$ cat src/rtl/rft_pkg.sv
package rft_pkg;
  // Arming state of the flush timer
  typedef enum logic [1:0] {
    ARM_IDLE  = 2'd0,  // no activity since reset
    ARM_RUN   = 2'd1,  // counting toward a request
    ARM_SPENT = 2'd2   // request issued, waiting for activity
  } arm_state_e;
endpackage

$ cat src/rtl/rft_cfg_reg.sv
module rft_cfg_reg #(
  parameter int TO_W     = 8,
  parameter int RESET_MS = 16
) (
  input  logic            clk,
  input  logic            rst_n,
  input  logic            we,
  input  logic [TO_W-1:0] wdata,
  output logic [TO_W-1:0] rdata,
  output logic [TO_W-1:0] eff_limit
);
  localparam logic [TO_W-1:0] RST_VAL = TO_W'(RESET_MS);
  localparam logic [TO_W-1:0] MIN_VAL = TO_W'(1);

  logic [TO_W-1:0] val_q;

  always_ff @(posedge clk or negedge rst_n) begin
    if (!rst_n)  val_q <= RST_VAL;
    else if (we) val_q <= wdata;
  end

  assign rdata     = val_q;
  // zero is not a usable wait: promote it to the shortest one
  assign eff_limit = (val_q == '0) ? MIN_VAL : val_q;
endmodule

$ cat src/rtl/rft_arm_fsm.sv
module rft_arm_fsm
  import rft_pkg::*;
(
  input  logic clk,
  input  logic rst_n,
  input  logic restart,
  input  logic expire,
  output logic armed
);
  arm_state_e st_q, st_d;

  always_comb begin
    st_d = st_q;
    unique case (st_q)
      ARM_IDLE:  if (restart) st_d = ARM_RUN;
      ARM_RUN:   if (!restart && expire) st_d = ARM_SPENT;
      ARM_SPENT: if (restart) st_d = ARM_RUN;
      default:   st_d = ARM_IDLE;
    endcase
  end

  always_ff @(posedge clk or negedge rst_n) begin
    if (!rst_n) st_q <= ARM_IDLE;
    else        st_q <= st_d;
  end

  assign armed = (st_q == ARM_RUN);
endmodule

$ cat src/rtl/rft_ms_counter.sv
module rft_ms_counter #(
  parameter int TO_W     = 8,
  parameter int RESET_MS = 16
) (
  input  logic            clk,
  input  logic            rst_n,
  input  logic            restart,
  input  logic [TO_W-1:0] load_limit,
  input  logic            hold_zero,
  input  logic            step,
  output logic            expire
);
  localparam logic [TO_W-1:0] RST_LIM = TO_W'(RESET_MS);

  logic [TO_W-1:0] cnt_q;
  logic [TO_W-1:0] limit_q;
  logic [TO_W:0]   cnt_nxt;

  assign cnt_nxt = {1'b0, cnt_q} + 1'b1;
  assign expire  = step && !hold_zero && !restart &&
                   (cnt_nxt == {1'b0, limit_q});

  always_ff @(posedge clk or negedge rst_n) begin
    if (!rst_n) begin
      cnt_q   <= '0;
      limit_q <= RST_LIM;
    end else if (restart) begin
      cnt_q   <= '0;
      limit_q <= load_limit;   // limit captured only here
    end else if (hold_zero || expire) begin
      cnt_q   <= '0;
    end else if (step) begin
      cnt_q   <= cnt_nxt[TO_W-1:0];
    end
  end
endmodule

$ cat src/rtl/rft_flush_timer.sv
module rft_flush_timer #(
  parameter int TO_W     = 8,
  parameter int RESET_MS = 16
) (
  input  logic            clk,
  input  logic            rst_n,
  input  logic            ms_tick,
  input  logic            byte_wr,
  input  logic            host_rd,
  input  logic            fifo_nonempty,
  input  logic            cfg_we,
  input  logic [TO_W-1:0] cfg_wdata,
  output logic [TO_W-1:0] cfg_rdata,
  output logic            flush_req
);
  logic            restart;
  logic            armed;
  logic            expire;
  logic [TO_W-1:0] eff_limit;
  logic            flush_q;

  assign restart = byte_wr | host_rd;

  rft_cfg_reg #(.TO_W(TO_W), .RESET_MS(RESET_MS)) u_cfg (
    .clk       (clk),
    .rst_n     (rst_n),
    .we        (cfg_we),
    .wdata     (cfg_wdata),
    .rdata     (cfg_rdata),
    .eff_limit (eff_limit)
  );

  rft_arm_fsm u_arm (
    .clk     (clk),
    .rst_n   (rst_n),
    .restart (restart),
    .expire  (expire),
    .armed   (armed)
  );

  rft_ms_counter #(.TO_W(TO_W), .RESET_MS(RESET_MS)) u_cnt (
    .clk        (clk),
    .rst_n      (rst_n),
    .restart    (restart),
    .load_limit (eff_limit),
    .hold_zero  (!fifo_nonempty),
    .step       (ms_tick & armed),
    .expire     (expire)
  );

  always_ff @(posedge clk or negedge rst_n) begin
    if (!rst_n) flush_q <= 1'b0;
    else        flush_q <= expire;
  end

  assign flush_req = flush_q;
endmodule

$ cat config.mk
export PLATFORM = sky130hd
export DESIGN_NAME = rft_flush_timer
export DESIGN_NICKNAME = d
export VERILOG_FILES = /design/src/rtl/rft_pkg.sv /design/src/rtl/rft_cfg_reg.sv /design/src/rtl/rft_arm_fsm.sv /design/src/rtl/rft_ms_counter.sv /design/src/rtl/rft_flush_timer.sv
export SDC_FILE = /design/constraint.sdc
export NUM_CORES = 1
export LEC_CHECK = 0
export BUFFER_PORTS_ARGS = -buffer_cell sky130_fd_sc_hd__buf_2
export CAP_MARGIN = 0
export CORE_ASPECT_RATIO = 1.1
export CORE_MARGIN = 2
export CORE_UTILIZATION = 45
export CTS_CLUSTER_SIZE = 28
export DETAILED_ROUTE_END_ITERATION = 8
export PLACE_DENSITY = 0.66
export SLEW_MARGIN = 40
export SYNTH_ARGS = -nofsm -noshare
export SYNTH_HDL_FRONTEND = slang
export SYNTH_HIERARCHICAL = 1
export SYNTH_SLANG_ARGS = --single-unit
$ cat constraint.sdc
create_clock -name clk -period 4.2 [get_ports clk]
set_input_delay 0.84 -clock clk [delete_from_list [all_inputs] [get_ports clk]]
set_output_delay 0.84 -clock clk [all_outputs]
set_load 0.1 [all_outputs]
==> run_summary.xml <==
<?xml version="1.0" encoding="UTF-8"?>
<metrics>
  <group name="outcome">
    <metric name="status" unit="">complete, no violations</metric>
  </group>
  <group name="layout">
    <metric name="n_diodes" unit="">0</metric>
    <metric name="fillerInstances" unit="">301</metric>
    <metric name="number_of_standard_cells_in_the_layout_taps_in_and_fillers_out" unit="">175</metric>
    <metric name="final_net_count" unit="">156</metric>
    <metric name="synthToLayoutAreaGrowth" unit="%">6.24</metric>
    <metric name="final_cell_area" unit="mm^2">0.00162</metric>
    <metric name="drive_gt1_frac" unit="">0.403</metric>
  </group>
  <group name="detailed_routing">
    <metric name="viasPerCell" unit="">5.76</metric>
    <metric name="wirelength" unit="mm">2.63</metric>
    <metric name="detail_route.iter0.violations" unit="">24</metric>
    <metric name="routed-via-count" unit="">1008</metric>
    <metric name="drt-pass1-iter-count" unit="">4</metric>
    <metric name="ant_nets" unit="">0</metric>
    <metric name="post_detailed_route_drc_marker_count" unit="">0</metric>
    <metric name="wire_per_inst" unit="um">15.0</metric>
  </group>
  <group name="hold_path">
    <metric name="hold_path.class" unit="">input port to async pin</metric>
  </group>
  <group name="clocking">
    <metric name="cts_tree" unit="">built</metric>
    <metric name="post-cts-setup-buffers" unit="">0</metric>
    <metric name="clock-sinks" unit="">27</metric>
    <metric name="cts_repair_resize_count" unit="">0</metric>
    <metric name="cts.htree.levels" unit="">1</metric>
    <metric name="cts-root-buf" unit="">clkbuf_4</metric>
    <metric name="clkTransAtPathRegs" unit="ns">0.14</metric>
    <metric name="cts-hold-fix-buffers" unit="">0</metric>
    <metric name="cts_max_path_buffers" unit="">2</metric>
    <metric name="cts_buffers" unit="">3</metric>
    <metric name="clk_latency" unit="ns">0.32</metric>
  </group>
  <group name="synth">
    <metric name="synth-edff-count" unit="">0</metric>
    <metric name="asr_flop_ratio_synth" unit="">1.00</metric>
    <metric name="synth-seq-cells" unit="">27</metric>
    <metric name="synth_cell_type_count" unit="">44</metric>
    <metric name="syn_inst" unit="">129</metric>
    <metric name="synth-warning-count" unit="">6</metric>
    <metric name="ys_dominant_reg_cell" unit="">dfrtp_1</metric>
    <metric name="syn-mean-instance-area" unit="um^2">11.8</metric>
    <metric name="synth-seq-area-share" unit="">0.445</metric>
    <metric name="synth.cell_area" unit="mm^2">0.00152</metric>
    <metric name="syn-num-nets" unit="">145</metric>
  </group>
  <group name="floorplan">
    <metric name="start_util" unit="">0.465</metric>
    <metric name="core.rowCount" unit="">22</metric>
    <metric name="floorplan.core_area" unit="mm^2">0.00328</metric>
    <metric name="floorplan.die.width" unit="um">59.5</metric>
    <metric name="num_io_pins" unit="">24</metric>
    <metric name="floorplan.die.height" unit="um">65.0</metric>
    <metric name="die_area" unit="mm^2">0.00387</metric>
  </group>
  <group name="critical_path">
    <metric name="critical_path_arrival" unit="ns">2.93</metric>
    <metric name="worstSetupStartpointType" unit="">input port</metric>
    <metric name="required_time_of_the_critical_path" unit="ns">4.42</metric>
    <metric name="crit_path_max_fanout" unit="">19</metric>
    <metric name="worstSetupPathType" unit="">input port to flip-flop</metric>
    <metric name="end_kind" unit="">flip-flop</metric>
  </group>
  <group name="place">
    <metric name="port_bufs" unit="">23</metric>
    <metric name="post_dp_cell_area" unit="mm^2">0.00159</metric>
    <metric name="placedCellCount" unit="">171</metric>
    <metric name="place_hpwl" unit="mm">1.99</metric>
    <metric name="gpl.final_weighted_congestion" unit="">0.824</metric>
  </group>
  <group name="power">
    <metric name="power.clock.fraction" unit="">0.198</metric>
    <metric name="power.sequential.fraction" unit="">0.554</metric>
    <metric name="power.density" unit="mW/mm^2">334</metric>
    <metric name="worst_ir_drop_vdd" unit="mV">0.209</metric>
    <metric name="switchingPower" unit="uW">181</metric>
    <metric name="cellLeakagePower" unit="nW">0.706</metric>
    <metric name="p_sw_frac" unit="">0.334</metric>
    <metric name="combinationalPowerShare" unit="">0.248</metric>
    <metric name="intPower" unit="uW">360</metric>
  </group>
  <group name="sta">
    <metric name="max_slew_margin" unit="">0.478</metric>
    <metric name="maxClockFrequency" unit="MHz">369</metric>
    <metric name="worst-slew-pin-transition" unit="ns">0.784</metric>
    <metric name="timing.clock.skew" unit="ns">0.0109</metric>
    <metric name="finalWorstPathRequiredPeriod" unit="ns">2.71</metric>
    <metric name="rsz0062_at_grt" unit="">false</metric>
    <metric name="setup_viol_count_final" unit="">0</metric>
    <metric name="maxSlewViolCount" unit="">0</metric>
    <metric name="timing.final.hold_violations" unit="">0</metric>
    <metric name="totalNegativeSetupSlack" unit="ns">0</metric>
    <metric name="final.period_utilization" unit="">0.645</metric>
  </group>
  <group name="grt">
    <metric name="grt_pass1_vias" unit="">1036</metric>
    <metric name="grt_first_pass_wirelength" unit="mm">4.77</metric>
    <metric name="global_route.usage.total" unit="">0.160</metric>
    <metric name="grt_antenna_before_repair" unit="">0</metric>
    <metric name="global_route.overflow_total" unit="">0</metric>
    <metric name="grt_start_max_net_pins" unit="">28</metric>
  </group>
  <group name="run">
    <metric name="cap_violations" unit="">0</metric>
  </group>
</metrics>
==> sequential cells by signal, summed over array words and instances (netlist names) <==
| signal | count |
|---|---|
| u_cnt/cnt_q | 8 |
| u_arm/st_q | 2 |
| u_cnt/limit_q | 8 |
| flush_req | 1 |
| u_cfg/rdata | 8 |
==> cell usage in the layout (no fill, tap or decap), types with 2 or more instances in the layout <==
cell,netlist,layout
nor4_1,4,4
nand2_1,3,3
nor2_1,3,3
nor3_1,2,2
nor4_2,5,5
xnor2_1,6,6
dfrtp_1,25,25
nand4_1,2,2
buf_2,2,23
clkbuf_4,0,3
a21o_1,2,2
a21oi_1,3,3
xor2_1,8,8
nand3_1,3,3
dfstp_2,2,2
mux2_4,8,8
and2_1,2,2
mux2_2,8,8
mux2i_1,2,2
nand3b_1,2,2
==> final timing paths <==
path / from / to / slack (ns) / depth (start not counted)
min: rst_n / u_cnt/limit_q[0] / 0.50 / 1
max reg2reg: u_cnt/cnt_q[0] / u_arm/st_q[0] / 1.81 / 7
min in group clk: u_arm/st_q[1] / u_arm/st_q[0] / 0.51 / 1
min reg2reg: u_arm/st_q[1] / u_arm/st_q[0] / 0.51 / 1
max in group asynchronous: rst_n / u_cnt/limit_q[5] / 3.32 / 1
max: host_rd / u_arm/st_q[0] / 1.49 / 8
==> cells in the mapped netlist (2+ instances only) <==
cell,n,area (um^2)
mux2i_1,2,20.0
nand3b_1,2,15.0
nor4_2,5,62.6
nor3_1,2,10.0
dfstp_2,2,52.6
nor4_1,4,25.0
clkbuf_1,11,41.3
mux2_2,8,90.1
dfrtp_1,25,626
xor2_1,8,70.1
buf_2,2,10.0
buf_6,3,33.8
a21oi_1,3,15.0
xnor2_1,6,52.6
and2_1,2,12.5
nand2_1,3,11.3
nand4_1,2,12.5
nand3_1,3,15.0
a21o_1,2,15.0
mux2_4,8,120
nor2_1,3,11.3
==> area by class of cell <==
| cell class | count | area (um^2) | area share |
|---|---|---|---|
| timing repair buffer | 23 | 115 | 0.0711 |
| clock buffer | 3 | 22.5 | 0.0139 |
| inverter | 1 | 3.75 | 0.00232 |
| sequential | 27 | 678 | 0.419 |
| multi-input combinational | 84 | 749 | 0.463 |
| clock inverter | 1 | 5.00 | 0.00309 |
| tap | 36 | 45.0 | 0.0278 |
==> worst max-delay path: stages <==
cell and delay, ns:
buf_2 0.09, or2_1 0.51, nor2_1 0.22, nand4_1 0.12
a2111oi_2 0.24, o311a_1 0.54, and2b_1 0.24, a2bb2oi_1 0.12
==> layer usage <==
| metal | share of wire | routed length [um] | vias up | track usage |
|---|---|---|---|---|
| li1 | - | - | 477 | - |
| met1 | 0.46 | 1210 | 495 | 0.212 |
| met2 | 0.49 | 1290 | 32 | 0.260 |
| met3 | 0.039 | 102 | 4 | 0.0240 |
| met4 | 0.011 | 29 | 0 | 0.0597 |
| met5 | 0 | 0 | - | 0 |
==> power by group through the flow <==
stage	sequential (mW)	combinational [mW]	clock [mW]
after floorplan	0.357	0.0567	0
after global placement	0.304	0.133	0
after detailed placement	0.305	0.135	0
after CTS	0.300	0.135	0.112
after global routing	0.304	0.142	0.125
final	0.299	0.134	0.107
==> per-stage QoR <==
stage                      util  hold WS [ns]  power [mW]  worst slack [ns]
final                     0.494         0.498       0.541              1.49
after global routing      0.494         0.520       0.570              1.36
after CTS                 0.494         0.508       0.547              1.50
after detailed placement  0.486         0.491       0.440              1.15
after global placement    0.486         0.470       0.437              1.26
after floorplan               -         0.455       0.413              1.74
==> cells by family after synthesis <==
| family | share of synthesized area |
|---|---|
| and+or+nand+nor | 0.191 |
| xor gates and xnor gates | 0.0911 |
| AOI/OAI and AO/OA | 0.0501 |
| muxes | 0.151 |
| adders and majority gates | 0.00821 |
| buffers and inverters | 0.0632 |
| DFF | 0.445 |
Note: power is estimated with default switching activity, not from simulation.
